`src/rtl/perfmon_pkg.sv`:
```
package perfmon_pkg;
  localparam int NUM_EV  = 4;
  localparam int CYC_BIT = 31;
  localparam int ADDR_W  = 12;

  localparam logic [7:0] EVT_RD   = 8'h04;
  localparam logic [7:0] EVT_WR   = 8'h05;
  localparam logic [7:0] EVT_BOTH = 8'h22;

  typedef enum logic [1:0] {
    MODE_MANUAL = 2'd0,
    MODE_AUTO   = 2'd1,
    MODE_COND   = 2'd2
  } startMode_t;

  // strobes from the register slave to the counting datapath
  typedef struct packed {
    logic [NUM_EV-1:0] evRun;
    logic              cycRun;
    logic [NUM_EV-1:0] evClr;
    logic              cycClr;
    logic [NUM_EV-1:0] rdSel;
    logic [NUM_EV-1:0] wrSel;
    logic [NUM_EV-1:0] flagClr;
    logic              cycFlagClr;
  } ctrlStrobes_t;
endpackage

```
`src/rtl/perfmon_counter.sv`:
```
module perfmon_counter #(
  parameter int WIDTH = 32
) (
  input  logic             clk,
  input  logic             rstN,
  input  logic             run,
  input  logic             clr,
  input  logic [1:0]       step,
  output logic [WIDTH-1:0] count,
  output logic             wrap
);
  logic [WIDTH:0] sum;

  assign sum  = {1'b0, count} + {{(WIDTH-1){1'b0}}, step};
  assign wrap = run && !clr && sum[WIDTH];

  always_ff @(posedge clk or negedge rstN) begin
    if (!rstN)    count <= '0;
    else if (clr) count <= '0;
    else if (run) count <= sum[WIDTH-1:0];
  end

  // a stopped counter holds its value
  assert_hold_when_stopped_R3: assert property (@(posedge clk) disable iff (!rstN)
    (!run && !clr) |=> $stable(count));

  // a clear wins over counting
  assert_clear_wins_R7: assert property (@(posedge clk) disable iff (!rstN)
    clr |=> (count == '0));
endmodule

```
`src/rtl/perfmon_datapath.sv`:
```
module perfmon_datapath
  import perfmon_pkg::*;
#(
  parameter int EV_WIDTH   = 32,
  parameter int WIDE_WIDTH = 40,
  parameter int CYC_WIDTH  = 32
) (
  input  logic                               clk,
  input  logic                               rstN,
  input  ctrlStrobes_t                       strb,
  input  logic                               rdBeat,
  input  logic                               wrBeat,
  output logic [NUM_EV-2:0][EV_WIDTH-1:0]    narrowCnt,
  output logic [WIDE_WIDTH-1:0]              wideCnt,
  output logic [CYC_WIDTH-1:0]               cycCnt,
  output logic [NUM_EV-1:0]                  evFlag,
  output logic                               cycFlag
);
  localparam int LAST = NUM_EV - 1;

  logic [NUM_EV-1:0][1:0] evStep;
  logic [NUM_EV-1:0]      evWrap;
  logic                   cycWrap;

  for (genvar gi = 0; gi < NUM_EV; gi++) begin : g_ev
    assign evStep[gi] = {1'b0, strb.rdSel[gi] & rdBeat} + {1'b0, strb.wrSel[gi] & wrBeat};
    if (gi < LAST) begin : g_narrow
      perfmon_counter #(.WIDTH(EV_WIDTH)) cnt_i (
        .clk(clk), .rstN(rstN), .run(strb.evRun[gi]), .clr(strb.evClr[gi]),
        .step(evStep[gi]), .count(narrowCnt[gi]), .wrap(evWrap[gi]));
    end else begin : g_wide
      perfmon_counter #(.WIDTH(WIDE_WIDTH)) cnt_i (
        .clk(clk), .rstN(rstN), .run(strb.evRun[gi]), .clr(strb.evClr[gi]),
        .step(evStep[gi]), .count(wideCnt), .wrap(evWrap[gi]));
    end
  end

  perfmon_counter #(.WIDTH(CYC_WIDTH)) cyc_i (
    .clk(clk), .rstN(rstN), .run(strb.cycRun), .clr(strb.cycClr),
    .step(2'd1), .count(cycCnt), .wrap(cycWrap));

  always_ff @(posedge clk or negedge rstN) begin
    if (!rstN) begin
      evFlag  <= '0;
      cycFlag <= 1'b0;
    end else begin
      evFlag  <= (evFlag & ~strb.flagClr) | evWrap;
      cycFlag <= (cycFlag & !strb.cycFlagClr) | cycWrap;
    end
  end

  // a wrap always leaves its flag set, even against a clear
  assert_wrap_sets_flag_R8: assert property (@(posedge clk) disable iff (!rstN)
    (evWrap != '0) |=> ((evFlag & $past(evWrap)) == $past(evWrap)));

  // the cycle counter steps by exactly one
  assert_cycle_step_R6: assert property (@(posedge clk) disable iff (!rstN)
    (strb.cycRun && !strb.cycClr) |=> (cycCnt == CYC_WIDTH'($past(cycCnt) + 1'b1)));
endmodule

```
`src/rtl/perfmon_regs.sv`:
```
module perfmon_regs
  import perfmon_pkg::*;
#(
  parameter int EV_WIDTH   = 32,
  parameter int WIDE_WIDTH = 40,
  parameter int CYC_WIDTH  = 32
) (
  input  logic                            clk,
  input  logic                            rstN,
  input  logic                            psel,
  input  logic                            penable,
  input  logic                            pwrite,
  input  logic [ADDR_W-1:0]               paddr,
  input  logic [31:0]                     pwdata,
  output logic [31:0]                     prdata,
  input  logic [NUM_EV-2:0][EV_WIDTH-1:0] narrowCnt,
  input  logic [WIDE_WIDTH-1:0]           wideCnt,
  input  logic [CYC_WIDTH-1:0]            cycCnt,
  input  logic [NUM_EV-1:0]               evFlag,
  input  logic                            cycFlag,
  output ctrlStrobes_t                    strb
);
  localparam logic [ADDR_W-1:0] OFF_CTRL    = 12'h004;
  localparam logic [ADDR_W-1:0] OFF_ENSET   = 12'h008;
  localparam logic [ADDR_W-1:0] OFF_ENCLR   = 12'h00C;
  localparam logic [ADDR_W-1:0] OFF_FLAG    = 12'h018;
  localparam logic [ADDR_W-1:0] OFF_CLR     = 12'h02C;
  localparam logic [ADDR_W-1:0] OFF_CNT0    = 12'h034;
  localparam logic [ADDR_W-1:0] OFF_WIDE_LO = 12'h040;
  localparam logic [ADDR_W-1:0] OFF_WIDE_HI = 12'h044;
  localparam logic [ADDR_W-1:0] OFF_CYC     = 12'h048;
  localparam logic [ADDR_W-1:0] OFF_TYPE0   = 12'h200;
  localparam int HI_BITS = WIDE_WIDTH - 32;

  logic                   globalEn;
  logic [1:0]             startMode;
  logic [NUM_EV-1:0]      evEn;
  logic                   cycEn;
  logic [NUM_EV-1:0][7:0] evType;
  logic                   wrStb, ctrlWr, clrWr, flagWr, running;
  logic [NUM_EV:0]        enAll, wrMask;

  assign wrStb   = psel && penable && pwrite;
  assign ctrlWr  = wrStb && (paddr == OFF_CTRL);
  assign clrWr   = wrStb && (paddr == OFF_CLR);
  assign flagWr  = wrStb && (paddr == OFF_FLAG);
  assign running = globalEn && (startMode == MODE_MANUAL);
  assign enAll   = {cycEn, evEn};
  assign wrMask  = {pwdata[CYC_BIT], pwdata[NUM_EV-1:0]};

  always_ff @(posedge clk or negedge rstN) begin
    if (!rstN) begin
      globalEn  <= 1'b0;
      startMode <= MODE_MANUAL;
      evEn      <= '0;
      cycEn     <= 1'b0;
      evType    <= '0;
    end else if (wrStb) begin
      case (paddr)
        OFF_CTRL: begin
          globalEn  <= pwdata[0];
          startMode <= pwdata[21:20];
        end
        OFF_ENSET: begin
          evEn  <= evEn | pwdata[NUM_EV-1:0];
          cycEn <= cycEn | pwdata[CYC_BIT];
        end
        OFF_ENCLR: begin
          evEn  <= evEn & ~pwdata[NUM_EV-1:0];
          cycEn <= cycEn & !pwdata[CYC_BIT];
        end
        default: ;
      endcase
      for (int i = 0; i < NUM_EV; i++)
        if (paddr == OFF_TYPE0 + ADDR_W'(4 * i)) evType[i] <= pwdata[7:0];
    end
  end

  always_comb begin
    strb.evRun      = evEn & {NUM_EV{running}};
    strb.cycRun     = cycEn && running;
    strb.evClr      = ({NUM_EV{ctrlWr && pwdata[1]}}) | (clrWr ? pwdata[NUM_EV-1:0] : '0);
    strb.cycClr     = (ctrlWr && pwdata[2]) || (clrWr && pwdata[CYC_BIT]);
    strb.flagClr    = flagWr ? pwdata[NUM_EV-1:0] : '0;
    strb.cycFlagClr = flagWr && pwdata[CYC_BIT];
    for (int i = 0; i < NUM_EV; i++) begin
      strb.rdSel[i] = (evType[i] == EVT_RD) || ((i == NUM_EV - 1) && (evType[i] == EVT_BOTH));
      strb.wrSel[i] = (evType[i] == EVT_WR) || ((i == NUM_EV - 1) && (evType[i] == EVT_BOTH));
    end
  end

  always_comb begin
    prdata = '0;
    case (paddr)
      OFF_CTRL: begin
        prdata[0]     = globalEn;
        prdata[21:20] = startMode;
      end
      OFF_ENSET, OFF_ENCLR: begin
        prdata[NUM_EV-1:0] = evEn;
        prdata[CYC_BIT]    = cycEn;
      end
      OFF_FLAG: begin
        prdata[NUM_EV-1:0] = evFlag;
        prdata[CYC_BIT]    = cycFlag;
      end
      OFF_WIDE_LO: prdata = wideCnt[31:0];
      OFF_WIDE_HI: prdata[HI_BITS-1:0] = wideCnt[WIDE_WIDTH-1:32];
      OFF_CYC:     prdata[CYC_WIDTH-1:0] = cycCnt;
      default: ;
    endcase
    for (int i = 0; i < NUM_EV - 1; i++)
      if (paddr == OFF_CNT0 + ADDR_W'(4 * i)) prdata[EV_WIDTH-1:0] = narrowCnt[i];
    for (int i = 0; i < NUM_EV; i++)
      if (paddr == OFF_TYPE0 + ADDR_W'(4 * i)) prdata[7:0] = evType[i];
  end

  // ones written to the set register turn their enables on
  assert_enable_set_R2: assert property (@(posedge clk) disable iff (!rstN)
    (wrStb && paddr == OFF_ENSET) |=> ((enAll & $past(wrMask)) == $past(wrMask)));

  // ones written to the clear register turn their enables off
  assert_enable_clear_R2: assert property (@(posedge clk) disable iff (!rstN)
    (wrStb && paddr == OFF_ENCLR) |=> ((enAll & $past(wrMask)) == '0));

  // zero bits of either write leave the enables alone
  assert_enable_keep_R2: assert property (@(posedge clk) disable iff (!rstN)
    (wrStb && (paddr == OFF_ENSET || paddr == OFF_ENCLR))
      |=> ((enAll & ~$past(wrMask)) == ($past(enAll) & ~$past(wrMask))));
endmodule

```
`src/rtl/bus_perf_monitor.sv`:
```
module bus_perf_monitor
  import perfmon_pkg::*;
#(
  parameter int EV_WIDTH   = 32,
  parameter int WIDE_WIDTH = 40,
  parameter int CYC_WIDTH  = 32
) (
  input  logic        clk,
  input  logic        rstN,
  input  logic        psel,
  input  logic        penable,
  input  logic        pwrite,
  input  logic [11:0] paddr,
  input  logic [31:0] pwdata,
  output logic [31:0] prdata,
  input  logic        rdBeat,
  input  logic        wrBeat
);
  ctrlStrobes_t                    strb;
  logic [NUM_EV-2:0][EV_WIDTH-1:0] narrowCnt;
  logic [WIDE_WIDTH-1:0]           wideCnt;
  logic [CYC_WIDTH-1:0]            cycCnt;
  logic [NUM_EV-1:0]               evFlag;
  logic                            cycFlag;

  perfmon_regs #(
    .EV_WIDTH(EV_WIDTH), .WIDE_WIDTH(WIDE_WIDTH), .CYC_WIDTH(CYC_WIDTH)
  ) regs_i (
    .clk(clk), .rstN(rstN), .psel(psel), .penable(penable), .pwrite(pwrite),
    .paddr(paddr), .pwdata(pwdata), .prdata(prdata),
    .narrowCnt(narrowCnt), .wideCnt(wideCnt), .cycCnt(cycCnt),
    .evFlag(evFlag), .cycFlag(cycFlag), .strb(strb));

  perfmon_datapath #(
    .EV_WIDTH(EV_WIDTH), .WIDE_WIDTH(WIDE_WIDTH), .CYC_WIDTH(CYC_WIDTH)
  ) dp_i (
    .clk(clk), .rstN(rstN), .strb(strb), .rdBeat(rdBeat), .wrBeat(wrBeat),
    .narrowCnt(narrowCnt), .wideCnt(wideCnt), .cycCnt(cycCnt),
    .evFlag(evFlag), .cycFlag(cycFlag));
endmodule

```
`config.mk`:
```
export PLATFORM = sky130hd
export DESIGN_NAME = bus_perf_monitor
export DESIGN_NICKNAME = d
export VERILOG_FILES = /design/src/rtl/perfmon_pkg.sv /design/src/rtl/perfmon_counter.sv /design/src/rtl/perfmon_datapath.sv /design/src/rtl/perfmon_regs.sv /design/src/rtl/bus_perf_monitor.sv
export SDC_FILE = /design/constraint.sdc
export NUM_CORES = 1
export LEC_CHECK = 0
export ABC_AREA = 1
export BUFFER_PORTS_ARGS = -buffer_cell sky130_fd_sc_hd__buf_2
export CAP_MARGIN = 20
export CORE_MARGIN = 8
export CORE_UTILIZATION = 43
export DETAILED_ROUTE_END_ITERATION = 12
export HOLD_SLACK_MARGIN = 0.02
export PLACE_DENSITY_LB_ADDON = 0.12
export SLEW_MARGIN = 5
export SYNTH_ARGS = -nofsm -noshare
export SYNTH_HDL_FRONTEND = slang
export SYNTH_SLANG_ARGS = --single-unit
```
`constraint.sdc`:
```
create_clock -name clk -period 7.8 [get_ports clk]
set_input_delay 1.56 -clock clk [delete_from_list [all_inputs] [get_ports clk]]
set_output_delay 1.56 -clock clk [all_outputs]
set_load 0.01 [all_outputs]
```
# ---- Word level (Yosys, flattened, before mapping)
# Index checks and enable logic that the tools add are counted.
# Widths: inputs -> output; s select.
dict set report word_totals {
  ff_bits 213
  word_cells 141
  output_inout_bits 32
  input_bits 51
}
dict set report op_classes {
  n_reduce_logical 45
  n_mux 28
  bitwise_logic 20
  add_sub_neg 9
  n_eq_ne 24
}
# operator n
set ops {}
lappend ops {{$mux 32} 11}
lappend ops {{$add 32x2->33} 3}
lappend ops {{$mux 40} 2}
lappend ops {{$eq 8x3->1 const B} 8}
lappend ops {{$eq 12x10->1 const B} 4}
lappend ops {{$eq 12x6->1 const B} 4}
lappend ops {{$add 40x2->41} 1}
lappend ops {{$eq 12x7->1 const B} 3}
lappend ops {{$add 32x1->33 const B} 1}
lappend ops {{$mux 8} 4}
lappend ops {{$eq 12x4->1 const B} 2}
lappend ops {{$pmux 12 s2} 1}
lappend ops {{$logic_and 1x1->1} 21}
lappend ops {{$pmux 9 s2} 1}
lappend ops {{$pmux 3 s5} 1}
lappend ops {{$and 4x4->4} 3}
lappend ops {{$eq 12x3->1 const B} 1}
lappend ops {{$eq 12x5->1 const B} 1}
lappend ops {{$or 4x4->4} 3}
lappend ops {{$pmux 4 s3} 1}
lappend ops {{$reduce_and 2->1} 6}
lappend ops {{$reduce_bool 2->1} 6}
lappend ops {{$and 1x1->1} 10}
lappend ops {{$add 1x1->2} 4}
lappend ops {{13 further kinds} 24}

# ---- Longest topological paths before layout
# Gate-level depths: netlist of run 1.
dict set report depth {
  word_depth 10
  depth_mapped 19
  mapped_depth_nobuf 19
}

# ---- Modules after synthesis
# From an unflattened synthesis of run 1, not the netlist that was laid out.
dict set report hier_totals {
  cells_unflattened 2252
  hier_area_um2 14790.4
}
# mod cells_each seq_area_each_um2 area_per_inst_um2 n_inst
set modules_own_cells {}
lappend modules_own_cells {{perfmon_counter at dp_i.cyc_i ...} 289 800.8 2016.9 3}
lappend modules_own_cells {perfmon_regs 667 1001.0 3890.0 1}
lappend modules_own_cells {{perfmon_counter at dp_i.g_ev[3].g_wide.cnt_i} 380 1001.0 2527.4 1}
lappend modules_own_cells {{perfmon_counter at dp_i.g_ev[2].g_narrow.cnt_i} 291 800.8 2004.4 1}
lappend modules_own_cells {perfmon_datapath 47 125.1 317.8 1}

# ---- Worst setup path after synthesis of run 1
# No wires, ideal clock.
dict set report synth_path {
  kind {input to output}
  startpoint {input port paddr[11]}
  endpoint {output port prdata[25]}
  path_slack_ns 3.254
  t_arrival_ns 2.986
  path_buffers 1
  cell_stages 10
  required_time_ns 6.240
  cell_sequence {nor2_1 nand2_1 nor2_2 nand2_2 buf_2 o221ai_1 o21ai_0 nand2_1 o21ai_0 a21oi_1}
}
dict set report synth_between {
  elab_chain_cells 5
  word_cells_on_any_way 9
  classes_between {5 x eq/ne; 4 x mux}
}
# item line_no
set synth_rtl {}
lappend synth_rtl {{start, declared} bus_perf_monitor.sv:13} ;# input logic [11:0] paddr,
lappend synth_rtl {{$eq 12x7->1} perfmon_regs.sv:94} ;# case (paddr)
lappend synth_rtl {{$pmux 9 s2} perfmon_regs.sv:94}
lappend synth_rtl {{$mux 32 (2 in series)} perfmon_regs.sv:113} ;# if (paddr == OFF_CNT0 + ADDR_W'(4 * i)) prdata[EV_WIDTH-1:0] = narrowCnt[i];
lappend synth_rtl {{$mux 32 *} perfmon_regs.sv:113}
lappend synth_rtl {{end, declared} bus_perf_monitor.sv:15} ;# output logic [31:0] prdata,
# Mark *: on every way between the ends. The rest lies on a longest branch, timed or not.

# ---- Worst setup path in the final report of run 1
dict set report layout_path {
  startpoint {input port paddr[11]}
  endpoint {output port prdata[8]}
}
dict set report layout_between {
  elab_chain_cells 5
  word_cells_on_any_way 9
  classes_between {5 x eq/ne; 4 x mux}
}
# item line_no
set layout_rtl {}
lappend layout_rtl {{$eq 12x7->1} perfmon_regs.sv:94}
lappend layout_rtl {{$pmux 12 s2} perfmon_regs.sv:94}
lappend layout_rtl {{$mux 32 (2 in series)} perfmon_regs.sv:113}
lappend layout_rtl {{$mux 32 *} perfmon_regs.sv:113}
# Marks and branches as above.

==> results of run 1 <==
-- report_power, final --
group	internal (uW)	leakage, uW	switching [uW]
Sequential	1110	0.00253	1.40
Clock	830	0.000457	512
Combinational	10.4	0.00432	44.6
-- path summary, 6_finish.rpt --
path	startpoint	endpoint	slack, ps
worst max-delay path	paddr[11]	prdata[8]	1700
worst min-delay path	regs_i.evType[3]	regs_i.evType[3]	490
worst max register to register	regs_i.evType[29]	dp_i.g_ev[3].g_wide.cnt_i.count[22]	4260
worst min register to register	regs_i.evType[3]	regs_i.evType[3]	490
max in group asynchronous	rstN	dp_i.g_ev[1].g_narrow.cnt_i.count[18]	5670
min in group asynchronous	rstN	dp_i.g_ev[3].g_wide.cnt_i.count[12]	990
-- sequential cells by signal, indices dropped and copies added, names as in the netlist, named ones only --
name,flops
regs_i.startMode,2
dp_i.cyc_i.count,32
regs_i.evType,32
dp_i.cycFlag,1
regs_i.globalEn,1
dp_i.evFlag,4
dp_i.g_ev.g_wide.cnt_i.count,40
dp_i.g_ev.g_narrow.cnt_i.count,96
-- cell usage in the layout, fill, tap and decap left out, drive strengths merged, types with 58 or more instances in the layout --
cell type,instances
nand4,58
nor3,111
buf,68
a21oi,98
o21ai,181
dfrtp,213
nand3,81
nand2,404
inv,303
nor2,227
-- critical path, stage by stage --
cell      delay (ps)
buf_2            100
nor2_1           120
nand2_1          210
nor2_1           450
nand2_1          680
o221ai_1         560
o21ai_0          190
nand2_1          110
o21ai_0           80
a21oi_1          270
buf_2            200
-- per-layer routing --
layer	part of all wire	global-route usage
met4	0.034	0.08034
met3	0.078	0.04267
met2	0.43	0.3775
met1	0.45	0.3535
met5	0	0
-- cell type report --
cell class	count	area share
repair buffers	68	0.02481
multi-input cells	1358	0.4591
flip-flops and latches	213	0.3476
clock buffers	36	0.04823
inverters	303	0.07418
clock inverters	13	0.01322
well taps	402	0.03281
-- through the flow --
step,hold WS (ps),total power (uW),std cells
floorplan,453.0,1140,1912
global placement,468.3,1184,2343
detailed placement,479.7,1185,2343
finish,490.8,2505,2393
CTS,490.7,2535,2392
global route,516.1,2577,2393
-- cell families after synthesis --
logic type      count (synthesis)
simple gates                  936
buf+inv                       341
flops                         213
xor+xnor                       23
compound gates                390
fa+ha+maj                       9
==> run_results.csv, run 1 <==
group,metric,value,unit
status,status,"finished, final reports clean",
global_routing,grtUsageTotal,0.2480,
cts,cts.sinks,213,
placed_design,numPortBuffers,61,
layout,post-route-util,0.4871,
timing,clock_skew,8.766,ps
timing,worstMarginPinSlew,935.5,ps
cts,root_buffer,"clkbuf_16",
worst_setup_path,cp-end-kind,"output port",
yosys,synth_area_leaders,"dfrtp_1, nand2_1, inv_1",
placed_design,gp_congestion,0.9718,
yosys,ys_seq_area_frac,0.3896,
worst_setup_path,reg2reg_depth,15,
detailed_routing,ant_nets,0,
global_routing,grt_pass1_vias,12960,
detailed_routing,drtIter0Drc,1477,
layout,regArea,5330,um^2
layout,drive_gt1_frac,0.1010,
cts,cts_resized,0,
floorplanning,io_pins,83,
layout,fillers,3204,
worst_hold_path,min_path_cells,2,
cts,path_clk_slew,60,ps
timing,finalSetupTns,0,ps
worst_setup_path,start_kind,"input pin",
cts,cts_setup_buffers,0,
yosys,synth.avg_cell_area,7.155,um^2
timing,setup_violations,0,
cts,cts_buffer_depth,3,
global_routing,antenna_found_initial,1,
timing,rsz0062_at_grt,"no",
timing,fin_crit_sh,0.7816,
placed_design,dp_hpwl,37160,um
timing,drv_slew,0,
yosys,synth-xor-area-share,0.01472,
placed_design,placed_cell_area,14380,um^2
power,power_density,163.4,nW/um^2
timing,relSlewSlack,0.3749,
yosys,yosys.area_share.simple,0.3264,
timing,hold_viol_final,0,
yosys,ys_ff_latch,213,
floorplanning,initial_core_util,0.4347,
cts,cts_buffers,27,
flow_run,drv_cap,0,
floorplanning,die-area,37780,um^2
yosys,synth.area.mux_share,0,
layout,multi_input_area,7039,um^2
yosys,yosysWarnings,0,
detailed_routing,routed_wl,47670,um
yosys,yosysTopAreaCell,"dfrtp_1",
global_routing,grt_pass1_wl,74310,um
worst_setup_path,criticalPathCategory,"in2out",
yosys,ys_types,56,
cts,cts_tree,"yes",
global_routing,grt_overflow,0,
yosys,synthCells,1912,
yosys,async_flop_share,1.000,
global_routing,grt_max_degree,121,
worst_setup_path,worst-endpoint-arrival,4540,ps
worst_setup_path,critPathMaxFanout,27,
floorplanning,die_h,194.4,um
yosys,synth_area,13680,um^2
detailed_routing,drc,0,
yosys,synth-edff-count,0,
yosys,synth_most_common_cell,"nand2_1",
yosys,synthTopCellsByCount,"nand2_1, inv_1, dfrtp_1",
placed_design,dpl_worst_slack,1819,ps
detailed_routing,vias,13620,
layout,area_delta_synth_final,12.07,%
yosys,synth_fp_nets,1972,
yosys,netlist.area_leader.share,0.3896,
layout,finalNetCount,2031,
layout,insertedDiodeCount,0,
floorplanning,core_area,31470,um^2
worst_setup_path,required,6240,ps
detailed_routing,via_per_inst,5.693,
cts,hold_buffers,0,
yosys,ys.flop_type,"dfrtp_1",
timing,worst_slack,1703,ps
yosys,synth_top_family_by_area,"simple AND/OR/NAND/NOR gates",
floorplanning,die_w,194.4,um
worst_hold_path,hold_class,"reg2reg",
layout,final_area,15330,um^2
power,leakage,0.007303,uW
detailed_routing,wl_per_cell,19.92,um
yosys,synth_compound_area_frac,0.1630,
cts,cts_max_level,1,
timing,fmax,164.0,MHz
floorplanning,rows,65,
cts,clock_latency,550,ps
yosys,synth-adder-area-share,0.01043,
power,vdd_drop_max,0.1859,mV
timing,period_needed,6097,ps
detailed_routing,dr.pass1.iters,5,
Note: power is estimated with default switching activity, not from simulation.
==> run 2: changes to the inputs <==
Clock period 7.8 ns to 5 ns, I/O delays scaled along.
==> run 2 against run 1 <==
  * Critical endpoint unchanged
  * First-iteration DRC count up 0.14%
  * Cell area down 0.24%
  * Setup slack worse by 1100 ps
  * Hold slack worse by 3.7 ps
  * Die area unchanged
  * Total power up 48%
  * Sequential power up 56%
==> run_results.csv, run 2 (synthesis results as in run 1) <==
group,metric,value,unit
placed_design,placed_cell_area,14460,um^2
cts,cts_buffer_depth,3,
worst_setup_path,required,4000,ps
power,power_density,242.5,nW/um^2
detailed_routing,wl_per_cell,20.12,um
global_routing,antenna_found_initial,1,
detailed_routing,drtIter0Drc,1479,
worst_setup_path,cp-end-kind,"output port",
timing,finalSetupTns,0,ps
detailed_routing,dr.pass1.iters,5,
power,swShare,0.2282,
timing,drv_slew,0,
power,p_clk_frac,0.510,
global_routing,grt_pass1_vias,12970,
power,leakage,0.007305,uW
global_routing,grt_max_degree,105,
layout,finalNetCount,2041,
worst_setup_path,critPathMaxFanout,27,
cts,cts_setup_buffers,0,
timing,worstMarginPinSlew,874.6,ps
global_routing,grt_overflow,0,
worst_hold_path,hold_class,"in2async",
power,combPwrFrac,0.024,
floorplanning,core_area,31470,um^2
cts,cts_buffers,28,
layout,area_delta_synth_final,11.81,%
global_routing,grtUsageTotal,0.2517,
floorplanning,die_h,194.4,um
worst_setup_path,criticalPathCategory,"in2out",
timing,relSlewSlack,0.4170,
floorplanning,die_w,194.4,um
placed_design,dp_hpwl,37460,um
timing,setup_violations,0,
layout,fillers,3211,
worst_setup_path,cpLargestDelayFamily,"simple AND/OR/NAND/NOR gates",
power,seq_power_share,0.466,
worst_setup_path,slowest_delay,470,ps
power,internal_power,2862,uW
placed_design,numPortBuffers,61,
layout,largest_reg_flops,96,
detailed_routing,drc,0,
cts,root_buffer,"clkbuf_16",
detailed_routing,routed_wl,48240,um
floorplanning,die-area,37780,um^2
layout,regArea,5330,um^2
worst_setup_path,critPathBufInv,2,
power,vdd_drop_max,0.2403,mV
layout,regMostFlops,"dp_i.g_ev.g_narrow.cnt_i.count",
cts,path_clk_slew,50,ps
timing,hold_viol_final,0,
layout,drive_gt1_frac,0.1017,
timing,fmax,225.2,MHz
worst_setup_path,crit_chain,"buf_2, nor2_1, nand2_1, nor2_2, nand2_2, o221ai_1, o21ai_0, nand2_1, o21ai_0, a21oi_1, buf_2",
worst_setup_path,critPathSlowestCell,"o221ai_1",
cts,cts_resized,0,
worst_setup_path,worst-endpoint-arrival,3440,ps
timing,fin_crit_sh,0.8881,
status,status,"finished, final reports clean",
cts,clock_latency,560,ps
detailed_routing,vias,13700,
floorplanning,initial_core_util,0.4347,
layout,top_regs,"dp_i.g_ev.g_narrow.cnt_i.count (96), dp_i.g_ev.g_wide.cnt_i.count (40)",
worst_setup_path,start_kind,"input pin",
cts,cts.sinks,213,
layout,insertedDiodeCount,0,
power,p_switching,846.1,uW
layout,layout_common_cells,"nand2_1, inv_1, dfrtp_1",
placed_design,gp_congestion,0.9554,
layout,final_area,15300,um^2
layout,multi_input_area,7039,um^2
floorplanning,io_pins,83,
global_routing,grt_pass1_wl,75440,um
timing,rsz0062_at_grt,"no",
timing,clock_skew,18.39,ps
layout,final_common_cell,"nand2_1",
cts,cts_tree,"yes",
floorplanning,rows,65,
flow_run,drv_cap,0,
timing,period_needed,4440,ps
detailed_routing,via_per_inst,5.713,
cts,cts_max_level,1,
detailed_routing,ant_nets,0,
cts,hold_buffers,0,
timing,whs,487.1,ps
run 2: final timing paths:
path,start,end,slack (ps),cells past startpoint
min,rstN,dp_i.g_ev[3].g_wide.cnt_i.count[16],490,1
max in group asynchronous,rstN,dp_i.g_ev[2].g_narrow.cnt_i.count[5],3590,2
min in group clk,regs_i.evType[1],regs_i.evType[1],490,2
max reg2reg,regs_i.evType[29],dp_i.g_ev[3].g_wide.cnt_i.count[22],1560,15
max,paddr[11],prdata[8],560,11
min reg2reg,regs_i.evType[1],regs_i.evType[1],490,2
run 2: power groups by stage:
stage,Clock [uW],Combinational (uW),Sequential (uW)
6_report,1890,89.1,1730
5_1_grt,2000,100,1730
4_1_cts,1930,91.2,1730
3_5_place_dp,0,90.8,1760
3_3_place_gp,0,90.0,1760
2_1_floorplan,0,18.9,1760
run 2: area by class of cell:
class	instances	area share
timing repair buffer	77	0.02928
sequential	213	0.3485
clock buffer	43	0.05415
multi-input combinational	1358	0.4602
inverter	303	0.07436
clock inverter	2	0.0006544
tap	402	0.03288
run 2: through the flow:
step | instances | utilization | setup slack (ps) | total power, uW
floorplan | 1912 | - | 1574 | 1778
global placement | 2353 | 0.4594 | 593.9 | 1849
detailed placement | 2353 | 0.4594 | 586.9 | 1850
CTS | 2398 | 0.4860 | 582.9 | 3750
global route | 2398 | 0.4860 | 341.4 | 3828
finish | 2398 | 0.4860 | 559.6 | 3709
run 2: per-layer routing:
layer / vias to the layer above / share of wire / global-route usage
met4: 2 / 0.026 / 0.06223
li1: 6538 / - / -
met2: 554 / 0.44 / 0.3896
met1: 6529 / 0.46 / 0.3625
met3: 77 / 0.076 / 0.04042
met5: - / 0.00019 / 0
==> run 3: changes to the inputs <==
Settings changed: ABC_AREA 1 to 0.
==> run 3 against run 2 <==
  * Critical path depth down 4
  * Highest routed layer is now met4
  * Final cell count down 27%
  * Hold slack about the same
  * Synthesized cell count down 32%
  * First-iteration DRC count down 27%
  * Setup slack better by 130 ps
==> run_results.csv, run 3 <==
group,metric,value,unit
status,status,"finished, final reports clean",
yosys,yosysWarnings,0,
layout,finalNetCount,1408,
cts,path_clk_slew,60,ps
timing,worst_slack,694.3,ps
power,total_power,3843,uW
floorplanning,die-area,33480,um^2
cts,cts_max_level,1,
worst_setup_path,cp-end-kind,"output port",
placed_design,dp_hpwl,27650,um
yosys,ys_types,67,
power,vdd_drop_max,0.2284,mV
worst_setup_path,critPathSlowestCell,"and3_1",
detailed_routing,ant_nets,0,
timing,relSlewSlack,0.4693,
worst_setup_path,cpLargestDelayFamily,"simple AND/OR/NAND/NOR gates",
layout,final_area,13610,um^2
detailed_routing,vias,9995,
floorplanning,die_h,183.0,um
placed_design,numPortBuffers,61,
global_routing,grtUsageTotal,0.2248,
layout,largest_reg_flops,96,
yosys,synth_area_leaders,"dfrtp_1, xor2_1, nor2_1",
cts,cts_tree,"yes",
detailed_routing,via_per_inst,5.728,
detailed_routing,drtIter0Drc,1083,
worst_setup_path,criticalPathCategory,"in2out",
timing,finalSetupTns,0,ps
yosys,synthCells,1296,
worst_setup_path,worst-endpoint-arrival,3310,ps
power,leakage,0.006066,uW
cts,clock_latency,540,ps
detailed_routing,dr.pass1.iters,5,
global_routing,grt_overflow,0,
timing,rsz0062_at_grt,"no",
layout,layout_common_cells,"nor2_1, dfrtp_1, nand2_1",
cts,hold_buffers,0,
detailed_routing,drc,0,
global_routing,grt_pass1_wl,58840,um
cts,root_buffer,"clkbuf_16",
floorplanning,io_pins,83,
cts,cts_setup_buffers,0,
cts,cts_buffer_depth,3,
layout,drive_gt1_frac,0.1339,
floorplanning,rows,61,
timing,period_needed,4306,ps
timing,worstMarginPinSlew,796.1,ps
yosys,synth.avg_cell_area,9.251,um^2
yosys,async_flop_share,1.000,
layout,final_common_cell,"nor2_1",
cts,cts_resized,0,
power,power_density,282.3,nW/um^2
global_routing,antenna_found_initial,0,
yosys,synth_area,11990,um^2
worst_setup_path,crit_chain,"buf_2, nor4_2, and3_1, buf_4, a22oi_1, a31oi_1, buf_2",
yosys,synth-edff-count,0,
global_routing,grt_pass1_vias,9817,
timing,hold_viol_final,0,
yosys,netlist.area_leader.share,0.4446,
worst_setup_path,start_kind,"input pin",
timing,fmax,232.2,MHz
layout,fillers,2631,
flow_run,drv_cap,0,
global_routing,grt_max_degree,98,
detailed_routing,wl_per_cell,21.42,um
yosys,ys_seq_area_frac,0.4446,
yosys,ys.flop_type,"dfrtp_1",
yosys,synth_fp_nets,1356,
layout,insertedDiodeCount,0,
worst_setup_path,required,4000,ps
worst_setup_path,critPathBufInv,3,
worst_setup_path,critPathMaxFanout,12,
worst_hold_path,hold_class,"in2async",
placed_design,dpl_worst_slack,723.2,ps
yosys,synth_most_common_cell,"nor2_1",
worst_setup_path,cp_common_cell,"buf_2",
layout,area_delta_synth_final,13.56,%
cts,cts.sinks,213,
timing,fin_crit_sh,0.8611,
timing,drv_slew,0,
yosys,synthTopCellsByCount,"nor2_1, dfrtp_1, nand2_1",
floorplanning,die_w,183.0,um
layout,top_regs,"dp_i.g_ev.g_narrow.cnt_i.count (96), dp_i.g_ev.g_wide.cnt_i.count (40)",
detailed_routing,routed_wl,37370,um
layout,regMostFlops,"dp_i.g_ev.g_narrow.cnt_i.count",
timing,whs,487.1,ps
placed_design,gp_congestion,0.9205,
yosys,yosysTopAreaCell,"dfrtp_1",
timing,setup_violations,0,
floorplanning,core_area,27630,um^2
worst_setup_path,slowest_delay,660,ps
timing,clock_skew,22.59,ps
floorplanning,initial_core_util,0.4339,
cts,cts_buffers,27,
placed_design,placed_cell_area,12730,um^2
yosys,ys_ff_latch,213,
-- run 3: through the flow --
step | utilization | std cells
floorplan | - | 1296
global placement | 0.4609 | 1697
detailed placement | 0.4609 | 1697
CTS | 0.4928 | 1745
global route | 0.4928 | 1745
finish | 0.4928 | 1745
-- run 3: path summary, 6_finish.rpt --
| kind | cells past startpoint | end | slack [ps] | start |
|---|---|---|---|---|
| hold / removal | 1 | regs_i.evType[13] | 490 | rstN |
| setup / recovery | 7 | prdata[28] | 690 | paddr[9] |
| hold reg to reg | 2 | dp_i.evFlag[3] | 490 | dp_i.evFlag[3] |
| min in group clk | 2 | dp_i.evFlag[3] | 490 | dp_i.evFlag[3] |
| max in group asynchronous | 2 | dp_i.g_ev[0].g_narrow.cnt_i.count[29] | 3520 | rstN |
| setup reg to reg | 11 | dp_i.g_ev[0].g_narrow.cnt_i.count[31] | 1430 | regs_i.evType[5] |
-- run 3: layout make-up --
cell class / instances / area, um^2 / share of cell area
Sequential cell: 213 / 5330 / 0.3915
Tap cell: 378 / 473.0 / 0.03474
Clock inverter: 9 / 98.84 / 0.007260
Multi-Input combinational cell: 997 / 6314 / 0.4637
Inverter: 22 / 82.58 / 0.006066
Clock buffer: 39 / 780.7 / 0.05735
Timing Repair Buffer: 87 / 535.5 / 0.03933
-- run 3: routing by layer --
layer | routed length, um | vias up | global-route usage
met4 | 1280 | 0 | 0.07742
li1 | - | 4668 | -
met2 | 15890 | 325 | 0.3314
met5 | 0 | - | 0
met3 | 2347 | 79 | 0.03839
met1 | 17860 | 4923 | 0.3282
-- run 3: where the power goes --
part / switching, uW / internal [uW]
Clock: 754 / 1180
Combinational: 111 / 47.4
Sequential: 16.4 / 1730
-- run 3: cell families (layout without fill, tap and decap cells) --
group,Yosys count,in the layout,synth area share
DFF,213,213,0.4446
and+or+nand+nor,618,618,0.2565
muxes,52,52,0.04665
buffers and inverters,86,157,0.03173
adders and majority gates,9,9,0.01190
AOI/OAI and AO/OA,161,161,0.09393
xor gates and xnor gates,157,157,0.1147
